==> src/rtl/evmon_pkg.sv <==
package evmon_pkg;
  localparam int DATA_W  = 32;
  localparam int SRC_W   = 4;
  localparam int IRQ_W   = 2;
  localparam int NUM_EVT = (1 << SRC_W) - 1;
  localparam logic [SRC_W-1:0] SRC_OFF   = '0;
  localparam logic [SRC_W-1:0] FIRST_EXT = 4'hA;
  localparam int CTRL_OFF = 0;
  localparam int CFG_BASE = 4;

  typedef struct packed {
    logic [SRC_W-1:0] src;
    logic [IRQ_W-1:0] irq;
  } cnt_cfg_t;
endpackage

==> src/rtl/evmon_counter.sv <==
module evmon_counter
  import evmon_pkg::*;
#(
  parameter bit EXT_EVENTS = 1'b1
) (
  input  logic                clk_i,
  input  logic                rst_ni,
  input  logic                en_i,
  input  logic [NUM_EVT-1:0]  evt_i,
  input  logic [SRC_W-1:0]    src_i,
  input  logic                wr_i,
  input  logic [DATA_W-1:0]   wdata_i,
  output logic [DATA_W-1:0]   cnt_o
);
  logic [NUM_EVT:0] evt_pad;
  logic             src_ok, hit, at_max;
  logic [DATA_W-1:0] cnt_q;

  // code 0 lands on the padded zero bit
  assign evt_pad = {evt_i, 1'b0};
  assign src_ok  = EXT_EVENTS || (src_i < FIRST_EXT);
  assign hit     = en_i && src_ok && evt_pad[src_i];
  assign at_max  = &cnt_q;

  always_ff @(posedge clk_i or negedge rst_ni) begin
    if (!rst_ni)                cnt_q <= '0;
    else if (wr_i)              cnt_q <= wdata_i;
    else if (hit && !at_max)    cnt_q <= cnt_q + 1'b1;
  end

  assign cnt_o = cnt_q;

  assert_sat_hold_R5: assert property (@(posedge clk_i) disable iff (!rst_ni)
    (cnt_q == '1 && !wr_i) |=> cnt_q == '1);
  assert_one_step_R10: assert property (@(posedge clk_i) disable iff (!rst_ni)
    !wr_i |=> (cnt_q == $past(cnt_q) || cnt_q == $past(cnt_q) + 1'b1));
  assert_gate_R2: assert property (@(posedge clk_i) disable iff (!rst_ni)
    (!en_i && !wr_i) |=> $stable(cnt_q));
  assert_off_R4: assert property (@(posedge clk_i) disable iff (!rst_ni)
    (src_i == SRC_OFF && !wr_i) |=> $stable(cnt_q));
  assert_wr_load_R6: assert property (@(posedge clk_i) disable iff (!rst_ni)
    wr_i |=> cnt_q == $past(wdata_i));
endmodule

==> src/rtl/evmon_regs.sv <==
module evmon_regs
  import evmon_pkg::*;
#(
  parameter int NUM_CNT = 2,
  parameter int ADDR_W  = 8
) (
  input  logic                             clk_i,
  input  logic                             rst_ni,
  input  logic                             we_i,
  input  logic [ADDR_W-1:0]                addr_i,
  input  logic [DATA_W-1:0]                wdata_i,
  input  logic [NUM_CNT-1:0][DATA_W-1:0]   cnt_i,
  output logic [DATA_W-1:0]                rdata_o,
  output logic                             en_o,
  output logic [NUM_CNT-1:0][SRC_W-1:0]    src_o,
  output logic [NUM_CNT-1:0]               cnt_we_o
);
  localparam int VAL_BASE = CFG_BASE + 4 * NUM_CNT;
  localparam int CFG_W    = SRC_W + IRQ_W;

  // descending layout: highest index at lowest address
  function automatic logic [ADDR_W-1:0] cfg_addr(int k);
    return ADDR_W'(CFG_BASE + 4 * (NUM_CNT - 1 - k));
  endfunction
  function automatic logic [ADDR_W-1:0] val_addr(int k);
    return ADDR_W'(VAL_BASE + 4 * (NUM_CNT - 1 - k));
  endfunction

  logic     en_q;
  cnt_cfg_t cfg_q [NUM_CNT];

  always_ff @(posedge clk_i or negedge rst_ni) begin
    if (!rst_ni)                                        en_q <= 1'b0;
    else if (we_i && addr_i == ADDR_W'(CTRL_OFF))       en_q <= wdata_i[0];
  end

  for (genvar k = 0; k < NUM_CNT; k++) begin : g_cfg
    always_ff @(posedge clk_i or negedge rst_ni) begin
      if (!rst_ni)                              cfg_q[k] <= '{src: SRC_OFF, irq: '0};
      else if (we_i && addr_i == cfg_addr(k))   cfg_q[k] <= cnt_cfg_t'(wdata_i[CFG_W-1:0]);
    end
    assign src_o[k]    = cfg_q[k].src;
    assign cnt_we_o[k] = we_i && addr_i == val_addr(k);
  end

  always_comb begin
    rdata_o = '0;
    if (addr_i == ADDR_W'(CTRL_OFF)) rdata_o[0] = en_q;
    for (int k = 0; k < NUM_CNT; k++) begin
      if (addr_i == cfg_addr(k)) rdata_o[CFG_W-1:0] = cfg_q[k];
      if (addr_i == val_addr(k)) rdata_o = cnt_i[k];
    end
  end

  assign en_o = en_q;

  assert_ctrl_wr_R2: assert property (@(posedge clk_i) disable iff (!rst_ni)
    (we_i && addr_i == ADDR_W'(CTRL_OFF)) |=> en_o == $past(wdata_i[0]));
  assert_val_we_onehot_R7: assert property (@(posedge clk_i) disable iff (!rst_ni)
    $onehot0(cnt_we_o));
endmodule

==> src/rtl/evmon_top.sv <==
module evmon_top
  import evmon_pkg::*;
#(
  parameter int NUM_CNT    = 2,
  parameter int ADDR_W     = 8,
  parameter bit EXT_EVENTS = 1'b1
) (
  input  logic               clk_i,
  input  logic               rst_ni,
  input  logic [NUM_EVT-1:0] evt_i,
  input  logic               reg_we_i,
  input  logic [ADDR_W-1:0]  reg_addr_i,
  input  logic [DATA_W-1:0]  reg_wdata_i,
  output logic [DATA_W-1:0]  reg_rdata_o
);
  logic                           en;
  logic [NUM_CNT-1:0][SRC_W-1:0]  src;
  logic [NUM_CNT-1:0]             cnt_we;
  logic [NUM_CNT-1:0][DATA_W-1:0] cnt;

  evmon_regs #(.NUM_CNT(NUM_CNT), .ADDR_W(ADDR_W)) u_regs (
    .clk_i, .rst_ni,
    .we_i(reg_we_i), .addr_i(reg_addr_i), .wdata_i(reg_wdata_i),
    .cnt_i(cnt), .rdata_o(reg_rdata_o),
    .en_o(en), .src_o(src), .cnt_we_o(cnt_we)
  );

  for (genvar k = 0; k < NUM_CNT; k++) begin : g_cnt
    evmon_counter #(.EXT_EVENTS(EXT_EVENTS)) u_cnt (
      .clk_i, .rst_ni,
      .en_i(en), .evt_i, .src_i(src[k]),
      .wr_i(cnt_we[k]), .wdata_i(reg_wdata_i), .cnt_o(cnt[k])
    );
  end

  // base-only variant: extended codes never count
  if (!EXT_EVENTS) begin : g_base_chk
    for (genvar k = 0; k < NUM_CNT; k++) begin : g_k
      assert_ext_idle_R8: assert property (@(posedge clk_i) disable iff (!rst_ni)
        (src[k] >= FIRST_EXT && !cnt_we[k]) |=> $stable(cnt[k]));
    end
  end
endmodule

==> config.mk <==
export PLATFORM = sky130hd
export DESIGN_NAME = evmon_top
export DESIGN_NICKNAME = d
export VERILOG_FILES = /design/src/rtl/evmon_pkg.sv /design/src/rtl/evmon_counter.sv /design/src/rtl/evmon_regs.sv /design/src/rtl/evmon_top.sv
export SDC_FILE = /design/constraint.sdc
export NUM_CORES = 1
export LEC_CHECK = 0
export BUFFER_PORTS_ARGS = -buffer_cell sky130_fd_sc_hd__buf_2
export CELL_PAD_IN_SITES_DETAIL_PLACEMENT = 1
export CELL_PAD_IN_SITES_GLOBAL_PLACEMENT = 2
export CORE_ASPECT_RATIO = 1.75
export CORE_MARGIN = 8
export CORE_UTILIZATION = 38
export CTS_BUF_LIST = sky130_fd_sc_hd__clkbuf_2
export DETAILED_ROUTE_END_ITERATION = 12
export PLACE_DENSITY_LB_ADDON = 0.1
export SYNTH_ARGS = -nofsm -noshare
export SYNTH_HDL_FRONTEND = slang
export SYNTH_HIERARCHICAL = 1
export SYNTH_SLANG_ARGS = --single-unit
==> constraint.sdc <==
create_clock -name clk_i -period 9.3 [get_ports clk_i]
set_input_delay 2.79 -clock clk_i [delete_from_list [all_inputs] [get_ports clk_i]]
set_output_delay 2.79 -clock clk_i [all_outputs]
set_load 0.05 [all_outputs]
==> impl_metrics.ini <==
[sta]
period_share = 0.844
fin_tns_setup_ps = 0
hold_violations = 0
setup_violations = 0
final-max-slew-violation-count = 0
period_needed_ps = 7850
relSlewSlack = 0.170
fmax_mhz = 127
skew_ps = 56.3
rsz0062_at_grt = false
hold-worst-slack_ps = 565
worst_pin_slew_ps = 1240

[setup_path]
path_max_fanout = 27
r2r-start = u_regs/src_o[2]$_DFFE_PN0P_
worstSetupPathType = in2out
setup.worst_path.start = reg_addr_i[4]
crit_path_end_kind = primary output
cp_slowest_stage_delay_ps = 850
crit_family = simple AND/OR/NAND/NOR gates
critPathBufInv = 2
cp_slowest_cell = nor3_4
cp.arrival_ps = 5060
crit_top_cell = buf_2
cp-start-kind = primary input
cp_cell_sequence = buf_2 > or4b_1 > nor3_4 > a22o_1 > buf_2
crit_required_ps = 6510

[placed_design]
gp_congestion = 0.892
io_buffers = 89
placedCellCount = 890
dp_hpwl_um = 17800

[clock_network]
clock_latency_ps = 570
postCtsHoldBufs = 0
cts.sinks = 77
cts-root-buf = clkbuf_2
tritoncts = yes
clk_pin_slew_ps = 230
cts_made_buffers = 9
cts_resized = 0
cts.htree.levels = 3
post_cts_buffers = 0
clock_path_buffers = 2

[logic_synthesis]
yosys.area_share.simple = 0.333
post_synth_main_area_contributors = dfrtp_1, or4_1, a22o_1, a31oi_1, nor2_1
synth_area_per_cell_um2 = 8.61
ys_ff_latch = 77
synthFlopType = dfrtp_1
synth-compound-area-share = 0.212
ys_seq_area_frac = 0.337
syn_area_mm2 = 0.00572
synth_area_leader_cell = dfrtp_1
syn_nets = 724
synth_mux_area_frac = 0.0549
synthAdderAreaFrac = 0.00438
synth-edff-count = 0
async_flop_share = 1.00
synth_top_family_by_area = simple AND/OR/NAND/NOR gates
synth_top_area_frac = 0.337
synth_cells = 664
synth-xor-area-share = 0
yosys_warnings = 6
ys_types = 56

[power_and_ir_drop]
p_int_mw = 0.510
p_leak_nw = 2.39
p_comb_frac = 0.150
p_sw_frac = 0.342
vdd.ir_drop.worst_uv = 67.2
power_density_mw_per_mm2 = 123
pwr-share-seq = 0.558
clock_power_share = 0.293
p_sw_mw = 0.266

[drt]
drc = 0
drt_iter0_markers = 286
drt-total-wl_um = 23400
postRouteAntennaNets = 0
vias_per_cell = 6.55
drt-wirelength-per-cell_um = 25.8
drt_pre_antenna_iters = 4
via_count = 5940

[cells_and_area]
drive_above_1_share = 0.191
fin_util = 0.427
layout_commonest_cell = buf_2
area_delta_synth_final_pct = 10.4
nets = 778
layout_common_cells = buf_2, dfrtp_1, nor2_1, nand2_1, nand3_1
final_cells = 907

[global_route]
grt_antenna_before_repair = 1
grt-ovfl-total = 0
track_usage = 0.246
grt_max_degree = 74
grt_first_pass_wirelength_um = 36200
grt_pass1_vias = 6300

[run_status]
outcome = completed

[floorplan]
coreArea_mm2 = 0.0148
fp.dieW_um = 109
rows = 59
initial_core_util = 0.387
fp.dieH_um = 178
die_area_mm2 = 0.0194
ios = 90

[hold_path]
hp-start = u_regs/cfg_q[0]$_DFFE_PN0P_
worstHoldPathType = reg2reg

[job]
max_cap_viol_count = 0
[final timing paths]
kind                                                        end  slack (ps)  depth (start not counted)
max in group asynchronous  g_cnt[1].u_cnt/cnt_o[18]$_DFFE_PN0P_        6130                          2
hold reg to reg                     u_regs/cfg_q[0]$_DFFE_PN0P_         560                          1
hold / removal                      u_regs/cfg_q[0]$_DFFE_PN0P_         560                          1
setup / recovery                                reg_rdata_o[15]        1450                          5
min in group asynchronous           u_regs/cfg_q[6]$_DFFE_PN0P_        1980                          1
setup reg to reg            g_cnt[0].u_cnt/cnt_o[8]$_DFFE_PN0P_        6200                          6
[layer usage]
metal	part of all wire	global-route usage
met5	0	0
met4	0.079	0.174
met3	0.046	0.0438
met2	0.51	0.444
met1	0.36	0.247
[cell usage after synthesis (all sizes together), types with 4 or more instances]
cell type / n
dfrtp: 77
nor2: 62
nand2: 49
nand3: 39
a31oi: 36
or4: 36
clkbuf: 32
nand4: 31
a22o: 27
nor3: 25
o31ai: 24
buf: 22
o211ai: 16
or3: 16
mux2: 15
and4: 14
o21ai: 14
nand3b: 13
and2: 12
nand2b: 9
and3: 8
o21a: 8
o31a: 8
a211oi: 7
inv: 7
mux2i: 7
nor2b: 6
o22a: 5
a2111oi: 4
a21oi: 4
nand4b: 4
[cell families after synthesis]
logic type | after synthesis
buffers and inverters | 63
AO/OA/AOI/OAI | 163
adder cells (fa/ha/maj) | 2
multiplexers | 24
AND/OR/NAND/NOR | 335
flip-flops | 77
[through the flow]
stage / total power, mW / area (µm²) / setup WS (ps)
2_1_floorplan: 0.481 / 5720 / 1630
4_1_cts: 0.783 / 6310 / 1490
3_3_place_gp: 0.550 / 6160 / 1630
3_5_place_dp: 0.554 / 6160 / 1500
6_report: 0.775 / 6310 / 1450
5_1_grt: 0.812 / 6310 / 1350
[sequential cells by signal, summed over array words and instances, names as in the netlist]
signal,cells
u_regs/en_o,1
g_cnt.u_cnt/cnt_o,64
u_regs/src_o,8
u_regs/cfg_q,4
[final cells by class]
| type | instances | area, µm² |
|---|---|---|
| repair buffers | 97 | 508 |
| inverters | 9 | 33.8 |
| fillers | 1820 | 8450 |
| well taps | 183 | 229 |
| multi-input cells | 524 | 3470 |
| diodes | 1 | 2.50 |
| clock inverters | 7 | 97.6 |
| flip-flops and latches | 77 | 1930 |
| clock buffers | 9 | 45.0 |
[power by group through the flow]
stage | sequential (mW) | clock, mW | combinational (mW)
final | 0.432 | 0.227 | 0.116
after floorplan | 0.405 | 0 | 0.0764
after detailed placement | 0.437 | 0 | 0.117
after CTS | 0.432 | 0.234 | 0.117
after global placement | 0.439 | 0 | 0.111
after global routing | 0.438 | 0.245 | 0.129
Power figures use the tool's default switching activity.
